## src/rtl/mbx_pkg.sv

```systemverilog
package mbx_pkg;
  localparam int BYTE_W  = 8;
  localparam int USER_W  = 5;
  localparam int BIT_OBF = 0;
  localparam int BIT_IBF = 1;
  localparam int BIT_CD  = 3;
  typedef logic [BYTE_W-1:0] mbx_byte_t;
  typedef logic [USER_W-1:0] mbx_user_t;
endpackage

```

## src/rtl/mbx_host_sync.sv

```systemverilog
module mbx_host_sync #(
  parameter int STAGES = 2
) (
  input  logic clk,
  input  logic rst_n,
  input  logic cs,
  input  logic wr,
  input  logic rd,
  input  logic a0,
  output logic wr_ev,
  output logic rd_data_ev,
  output logic a0_s
);
  localparam int NB = 4;

  logic [NB-1:0] chain [STAGES];
  logic [NB-1:0] tail;
  logic          wr_lvl, rd_lvl;
  logic          wr_q, rd_q;

  always_ff @(posedge clk or negedge rst_n) begin
    if (!rst_n) begin
      for (int i = 0; i < STAGES; i++) chain[i] <= '0;
      wr_q <= 1'b0;
      rd_q <= 1'b0;
    end else begin
      chain[0] <= {cs, wr, rd, a0};
      for (int i = 1; i < STAGES; i++) chain[i] <= chain[i-1];
      wr_q <= wr_lvl;
      rd_q <= rd_lvl;
    end
  end

  assign tail       = chain[STAGES-1];
  assign wr_lvl     = tail[3] & tail[2];
  assign rd_lvl     = tail[3] & tail[1];
  assign a0_s       = tail[0];
  assign wr_ev      = wr_lvl & ~wr_q;
  assign rd_data_ev = rd_lvl & ~rd_q & ~tail[0];


  wr_single_chk: assert property (@(posedge clk) disable iff (!rst_n)
    wr_ev |=> !wr_ev);

  rd_single_chk: assert property (@(posedge clk) disable iff (!rst_n)
    rd_data_ev |=> !rd_data_ev);
endmodule

```

## src/rtl/mbx_flags.sv

```systemverilog
module mbx_flags
  import mbx_pkg::*;
(
  input  logic      clk,
  input  logic      rst_n,
  input  logic      host_wr_ev,
  input  logic      host_a0,
  input  logic      host_rd_ev,
  input  logic      slv_rd_idr,
  input  logic      slv_wr_odr,
  input  logic      slv_wr_sts,
  input  mbx_user_t slv_user,
  input  logic      slv_obf_bit,
  output mbx_byte_t status,
  output logic      ibf
);
  mbx_user_t user_q, user_n;
  logic      cd_q, cd_n, ibf_q, ibf_n, obf_q, obf_n;
  logic      en;

  always_comb begin
    user_n = user_q;
    cd_n   = cd_q;
    ibf_n  = ibf_q;
    obf_n  = obf_q;
    if (slv_wr_sts) user_n = slv_user;
    if (host_wr_ev) begin
      cd_n  = host_a0;
      ibf_n = 1'b1;
    end else if (slv_rd_idr) begin
      ibf_n = 1'b0;
    end
    if (slv_wr_odr) obf_n = 1'b1;
    else if (host_rd_ev || (slv_wr_sts && !slv_obf_bit)) obf_n = 1'b0;
  end

  assign en = slv_wr_sts | host_wr_ev | slv_rd_idr | slv_wr_odr | host_rd_ev;

  always_ff @(posedge clk or negedge rst_n) begin
    if (!rst_n) begin
      user_q <= '0;
      cd_q   <= 1'b0;
      ibf_q  <= 1'b0;
      obf_q  <= 1'b0;
    end else if (en) begin
      user_q <= user_n;
      cd_q   <= cd_n;
      ibf_q  <= ibf_n;
      obf_q  <= obf_n;
    end
  end

  assign status = {user_q[4:1], cd_q, user_q[0], ibf_q, obf_q};
  assign ibf    = ibf_q;


  ibf_set_chk: assert property (@(posedge clk) disable iff (!rst_n)
    host_wr_ev |=> status[BIT_IBF]);

  cd_capture_chk: assert property (@(posedge clk) disable iff (!rst_n)
    host_wr_ev |=> (status[BIT_CD] == $past(host_a0)));

  ibf_clear_chk: assert property (@(posedge clk) disable iff (!rst_n)
    (slv_rd_idr && !host_wr_ev) |=> !status[BIT_IBF]);

  obf_set_chk: assert property (@(posedge clk) disable iff (!rst_n)
    slv_wr_odr |=> status[BIT_OBF]);

  user_hold_chk: assert property (@(posedge clk) disable iff (!rst_n)
    !slv_wr_sts |=> ($stable(status[7:4]) && $stable(status[2])));

  obf_keep_chk: assert property (@(posedge clk) disable iff (!rst_n)
    (slv_wr_sts && slv_obf_bit && !host_rd_ev) |=> $stable(status[BIT_OBF]));
endmodule

```

## src/rtl/mbx_hostlink.sv

```systemverilog
module mbx_hostlink
  import mbx_pkg::*;
#(
  parameter int SYNC_STAGES = 2
) (
  input  logic        clk,
  input  logic        rst_n,
  input  logic        host_cs,
  input  logic        host_wr,
  input  logic        host_rd,
  input  logic        host_a0,
  input  logic [7:0]  host_din,
  output logic [7:0]  host_dout,
  input  logic        cpu_sel,
  input  logic        cpu_we,
  input  logic        cpu_re,
  input  logic [7:0]  cpu_wdata,
  output logic [7:0]  cpu_rdata,
  output logic        cpu_irq
);
  logic [1:0] rst_pipe;
  logic       rst_core_n;
  logic       h_wr_ev, h_rd_ev, h_a0_s;
  logic       slv_rd_idr, slv_wr_odr, slv_wr_sts;
  mbx_byte_t  idr_q, idr_n, odr_q, odr_n, status;
  logic       ibf;

  always_ff @(posedge clk or negedge rst_n) begin
    if (!rst_n) rst_pipe <= 2'b00;
    else        rst_pipe <= {rst_pipe[0], 1'b1};
  end
  assign rst_core_n = rst_pipe[1];

  mbx_host_sync #(.STAGES(SYNC_STAGES)) sync_i (
    .clk(clk), .rst_n(rst_core_n),
    .cs(host_cs), .wr(host_wr), .rd(host_rd), .a0(host_a0),
    .wr_ev(h_wr_ev), .rd_data_ev(h_rd_ev), .a0_s(h_a0_s)
  );

  assign slv_rd_idr = cpu_re & ~cpu_sel;
  assign slv_wr_odr = cpu_we & ~cpu_sel;
  assign slv_wr_sts = cpu_we &  cpu_sel;

  mbx_flags flags_i (
    .clk(clk), .rst_n(rst_core_n),
    .host_wr_ev(h_wr_ev), .host_a0(h_a0_s), .host_rd_ev(h_rd_ev),
    .slv_rd_idr(slv_rd_idr), .slv_wr_odr(slv_wr_odr), .slv_wr_sts(slv_wr_sts),
    .slv_user({cpu_wdata[7:4], cpu_wdata[2]}), .slv_obf_bit(cpu_wdata[0]),
    .status(status), .ibf(ibf)
  );

  always_comb begin
    idr_n = h_wr_ev    ? host_din  : idr_q;
    odr_n = slv_wr_odr ? cpu_wdata : odr_q;
  end

  always_ff @(posedge clk or negedge rst_core_n) begin
    if (!rst_core_n) begin
      idr_q <= '0;
      odr_q <= '0;
    end else begin
      if (h_wr_ev)    idr_q <= idr_n;
      if (slv_wr_odr) odr_q <= odr_n;
    end
  end

  assign host_dout = host_a0 ? status : odr_q;
  assign cpu_rdata = cpu_sel ? status : idr_q;
  assign cpu_irq   = ibf;


  idr_load_chk: assert property (@(posedge clk) disable iff (!rst_core_n)
    h_wr_ev |=> (idr_q == $past(host_din)));

  irq_raise_chk: assert property (@(posedge clk) disable iff (!rst_core_n)
    h_wr_ev |=> cpu_irq);

  obf_drop_chk: assert property (@(posedge clk) disable iff (!rst_core_n)
    (h_rd_ev && !slv_wr_odr) |=> !status[BIT_OBF]);
endmodule

```

## config.mk

```make
export PLATFORM = sky130hd
export DESIGN_NAME = mbx_hostlink
export DESIGN_NICKNAME = d
export VERILOG_FILES = /design/src/rtl/mbx_pkg.sv /design/src/rtl/mbx_host_sync.sv /design/src/rtl/mbx_flags.sv /design/src/rtl/mbx_hostlink.sv
export SDC_FILE = /design/constraint.sdc
export NUM_CORES = 1
export LEC_CHECK = 0
export ABC_CLOCK_PERIOD_IN_PS = 2600
export BUFFER_PORTS_ARGS = -buffer_cell sky130_fd_sc_hd__buf_2
export CAP_MARGIN = 20
export CELL_PAD_IN_SITES_DETAIL_PLACEMENT = 2
export CELL_PAD_IN_SITES_GLOBAL_PLACEMENT = 2
export CORE_ASPECT_RATIO = 1.1
export CORE_MARGIN = 3
export CORE_UTILIZATION = 38
export DETAILED_ROUTE_END_ITERATION = 10
export PLACE_DENSITY_LB_ADDON = 0.1
export SLEW_MARGIN = 20
export SYNTH_ARGS = -nofsm -noshare
export SYNTH_HDL_FRONTEND = slang
export SYNTH_SLANG_ARGS = --single-unit
```

## constraint.sdc

```tcl
create_clock -name clk -period 2.6 [get_ports clk]
set_input_delay 0.26 -clock clk [delete_from_list [all_inputs] [get_ports clk]]
set_output_delay 0.26 -clock clk [all_outputs]
set_load 0.02 [all_outputs]
```

## After elaboration in Yosys (flattened, before gate mapping)

Cells that the tools add are included.
W data, S select, Z words.

- Memories kept: 0
- Logic and storage cells: 42
- Latch bits: 0
- ROM bits: 0
- Output and inout bits: 17
- Register bits: 36
- Memory bits (writable): 0

- Bitwise gates (word level): 16
- Mux-type cells: 6
- Divide/modulo/power cells: 0
- Equality and inequality tests: 0
- Reduce and logical (&&, ||, !) cells: 9
- Multipliers: 0
- $lt $le $gt $ge: 0
- $add $sub $neg: 0
- Shifts and indexed selects: 0

Operators with widths:

| kind | count |
|---|---|
| $mux W8 | 2 |
| $and A1 B1 Y1 | 8 |
| $reduce_and A2 Y1 | 4 |
| $mux W1 | 4 |
| $not A1 Y1 | 4 |
| $or A1 B1 Y1 | 4 |
| $reduce_bool A2 Y1 | 2 |
| $logic_and A1 B1 Y1 | 1 |
| $logic_not A1 Y1 | 1 |
| $logic_or A1 B1 Y1 | 1 |

## Longest topological paths before layout

- Depth in word-level cells: 7
- Gate-level depth with buffers: 3

## Cells and area by module

Synthesis repeated with hierarchy kept, for this count alone.

- Cells, all modules: 94
- Area, all modules: 1496.4 µm²

Modules (own cells, without submodules):

| module | cells each | times used | area each (µm²) |
|---|---|---|---|
| mbx_hostlink | 58 | 1 | 892.1 |
| mbx_flags | 22 | 1 | 320.3 |
| mbx_host_sync | 14 | 1 | 284.0 |

## Worst setup path after synthesis

Ideal clock, no wire load.

- Path kind: register to register
- From: register sync_i.chain (netlist bit sync_i.tail[3])
- To: register flags_i.cd_q
- Buffers on the path: 1
- Required time: 2475 ps
- Slack: 1502 ps
- Cell stages (with the launch flop): 4
- Arrival time: 973 ps
- Path through: dfrtp_1 > nand3b_1 > buf_2 > mux2_2

- Word-level cells in the longest chain between the ends: 7
- Elaborated cells between the ends (all ways): 10

RTL lines:

| element | RTL line | source |
|---|---|---|
| from (decl) | mbx_host_sync.sv:16 | `logic [NB-1:0] chain [STAGES];` |
| $and A1 B1 Y1 | mbx_host_sync.sv:35 | `assign wr_lvl = tail[3] & tail[2];` |
| $and A1 B1 Y1 | mbx_host_sync.sv:38 | `assign wr_ev = wr_lvl & ~wr_q;` |
| $or A1 B1 Y1 (4 in a row) | mbx_flags.sv:37 | `assign en = slv_wr_sts \| host_wr_ev \| slv_rd_idr \| slv_wr_odr \| host_rd_ev;` |
| $reduce_and A2 Y1 (no line) (*) | - |  |
| to (signal assigned) | mbx_flags.sv:47 | `cd_q <= cd_n;` |
| to (decl) | mbx_flags.sv:18 | `logic cd_q, cd_n, ibf_q, ibf_n, obf_q, obf_n;` |

Every way passes the cells marked *; elsewhere a longest branch is shown, timed or not.
A chain may end at the register's enable or synchronous reset.

## Worst setup path after layout

- From: register flags_i.user_q[2]
- To: output cpu_rdata[5]

- Word-level cells in the longest chain between the ends: 1

RTL lines:

| element | RTL line | source |
|---|---|---|
| from (decl) | mbx_flags.sv:17 | `mbx_user_t user_q, user_n;` |
| from (signal assigned) | mbx_flags.sv:46 | `user_q <= user_n;` |
| $mux W8 | mbx_hostlink.sv:68 | `assign cpu_rdata = cpu_sel ? status : idr_q;` |
| to (decl) | mbx_hostlink.sv:18 | `output logic [7:0] cpu_rdata,` |

Every way passes these cells.

==> results.tsv <==
metric	value	unit
Yosys top cell area share	60.1	%
crit path to	cpu_rdata[5]	
simple-gate share of the synthesized area	4.59	%
initial antenna violation count	0	
CTS tree	done	
relative slew slack	66.3	%
Post-Synth Adder-Cell Area	0	%
initial core utilization	40.4	%
final hold slack	0.0800	ns
MaxCap Viol Count	0	
xor and xnor area share after synthesis	0	%
Distinct cells, synth	16	
setup bufs post-CTS	0	
PwrDens	741	mW/mm^2
clock sink count	36	
peak supply drop	0.337	mV
Die Footprint	0.00474	sq mm
syn_nets	115	
overall power	1370	uW
Final HPWL DP	2290	um
initial drt markers	24	
footprint of the multi-input gates	563	sq um
CP Capture Type	output pin	
worst hold path type	input pin to flop	
post-synthesis mux area share	31.8	%
asr flop ratio synth	100	%
worst slack, placed	1.22	ns
Worst R2R Start	sync_i.wr_q	
Clock Latency Late Sink	0.28	ns
CTS root buffer	clkbuf_8	
Cell Area, Synth	0.00150	sq mm
Via Count	909	
EDFF count, synth	0	
final hold vios	0	
largest net degree at the start of global routing	35	
YS warnings	0	
detailed-router iteration count before antenna repair	2	
met1 Track Usage GR	17.9	%
Total GRT Usage	16.0	%
n_diodes	0	
Worst Setup Start Kind	flop	
io pins	42	
via/cell ratio	4.86	
first-pass GRT wire length	5510	um
Synth area leaders	dfrtp_1 60%, mux2_2 19%, mux2_4 13%	
share of cells above drive strength 1	65.0	%
total core area	0.00371	sq mm
Post-Syn Area per Cell	16.7	sq um
Tmin final	1.41	ns
H-tree levels	2	
fin util	49.6	%
Final Max Tran Viols	0	
GRT overflow	0	
top_reg_cell synth	dfrtp_1	
Clk pin slew, worst setup/hold paths	0.07	ns
met3 GRT Util	5.42	%
Sequential cell area	901	sq um
fmax	0.711	GHz
largest family of logic cells by synthesized area	multiplexers	
Max FO, Critical Path	3	
Reg2Reg Depth	2	
cells after synthesis	90	
final setup violation count	0	
Final nets	161	
routability cong.	0.751	
number of port buffers	41	
worst-case clock buffer depth	2	
Setup TNS	0	ns
Filler cells	360	
fin crit share	54.1	%
GR peak layer	met2	
setup slack after layout	1.19	ns
Die W	65.9	um
final wirelength	3300	um
worst slew pin tran	0.504	ns
Seq/Total Area, Yosys	60.1	%
commonest cells in the synthesized netlist	36 x dfrtp_1, 25 x mux2_2, 13 x mux2_4	
Clock Skew	0.00423	ns
Die Y	71.9	um
flop2flop setup slack	1.27	ns
RSZ-0062 raised after global routing	false	
status	completed	
complex-gate fraction of the synthesized area	0.917	%
Core Rows	23	
Yosys top cell by area	dfrtp_1	
DR WL/cell	17.6	um
WP data required	2.34	ns
number of global-route vias before repair	1087	
grt met2 use	28.1	%
count leader, synth	dfrtp_1	
antenna-violating nets left	0	
Area Overhead vs Synth	22.9	%
cts bufs inserted	5	
Crit Path Class	flop to output pin	
worst setup path startpoint	flags_i.user_q[2]	
P_leak	0.000885	uW
Seq cells post-synth	36	
Remaining DRCs	0	
WP data arrival	1.15	ns
reg2reg end	idr_q[4]	
cells in the final DEF (no fill, tap or decap), types with 2 or more instances in the layout:
cell type	synthesis	final
buf_2	2	41
dfrtp_1	36	36
mux2_2	25	25
mux2_4	13	13
clkbuf_8	0	6
and2_1	2	2
clkbuf_1	0	2
worst max-delay path: stages (launching register included):
cell,delay [ns]
dfrtp_1,0.41
mux2_2,0.29
buf_2,0.16
final cells by class:
type	instances	area share (%)
Sequential cell	36	48.9
Multi-Input combinational cell	49	30.5
Timing Repair Buffer	43	12.1
Clock buffer	8	4.89
Tap cell	50	3.39
Inverter	1	0.204
flip-flops by register name (all words and copies together) (netlist names):
signal and flops:
flags_i.cd_q 1, flags_i.ibf 1, flags_i.obf_q 1, flags_i.user_q 5, idr_q 8, odr_q 8
rst_pipe 2, sync_i.chain 4, sync_i.rd_q 1, sync_i.tail 4, sync_i.wr_q 1
stage by stage:
step	area (sq um)	cells
finish	1840	187
global route	1840	187
CTS	1840	187
detailed placement	1740	178
global placement	1740	178
floorplan	1500	90
cells by family after synthesis:
group,count (synthesis)
and+or+nand+nor,8
other,1
muxes,38
buffers and inverters,5
AOI/OAI and AO/OA,2
DFF,36
power breakdown:
part / leakage (uW) / internal [uW] / switching [uW]
combinational: 0.000417 / 150 / 142
clock: 0.0000455 / 216 / 187
sequential: 0.000423 / 628 / 40.8
total: 0.000885 / 995 / 371
per-layer routing:
layer | share of wire (%) | vias up
li1 | - | 401
met5 | 0 | -
met2 | 55 | 31
met3 | 5.9 | 2
met4 | 0.73 | 0
met1 | 38 | 475
repair_timing:
action / in CTS / in global routing
endpoints found under the hold margin: 2 / 0
hold buffers: 1 / 0
resized for setup: 0 / 0
worst min path at each step:
stage,startpoint,endpoint,slack [ns],cells after the start
after floorplan,rst_n,rst_pipe[0],-0.04,0
after global placement,rst_n,rst_pipe[0],0.05,1
after detailed placement,rst_n,rst_pipe[1],0.05,1
after CTS,host_rd,sync_i.chain[5],0.07,1
after global routing,host_rd,sync_i.chain[5],0.07,1
final,host_rd,sync_i.chain[5],0.08,1
(Power assumes the default switching activity.)
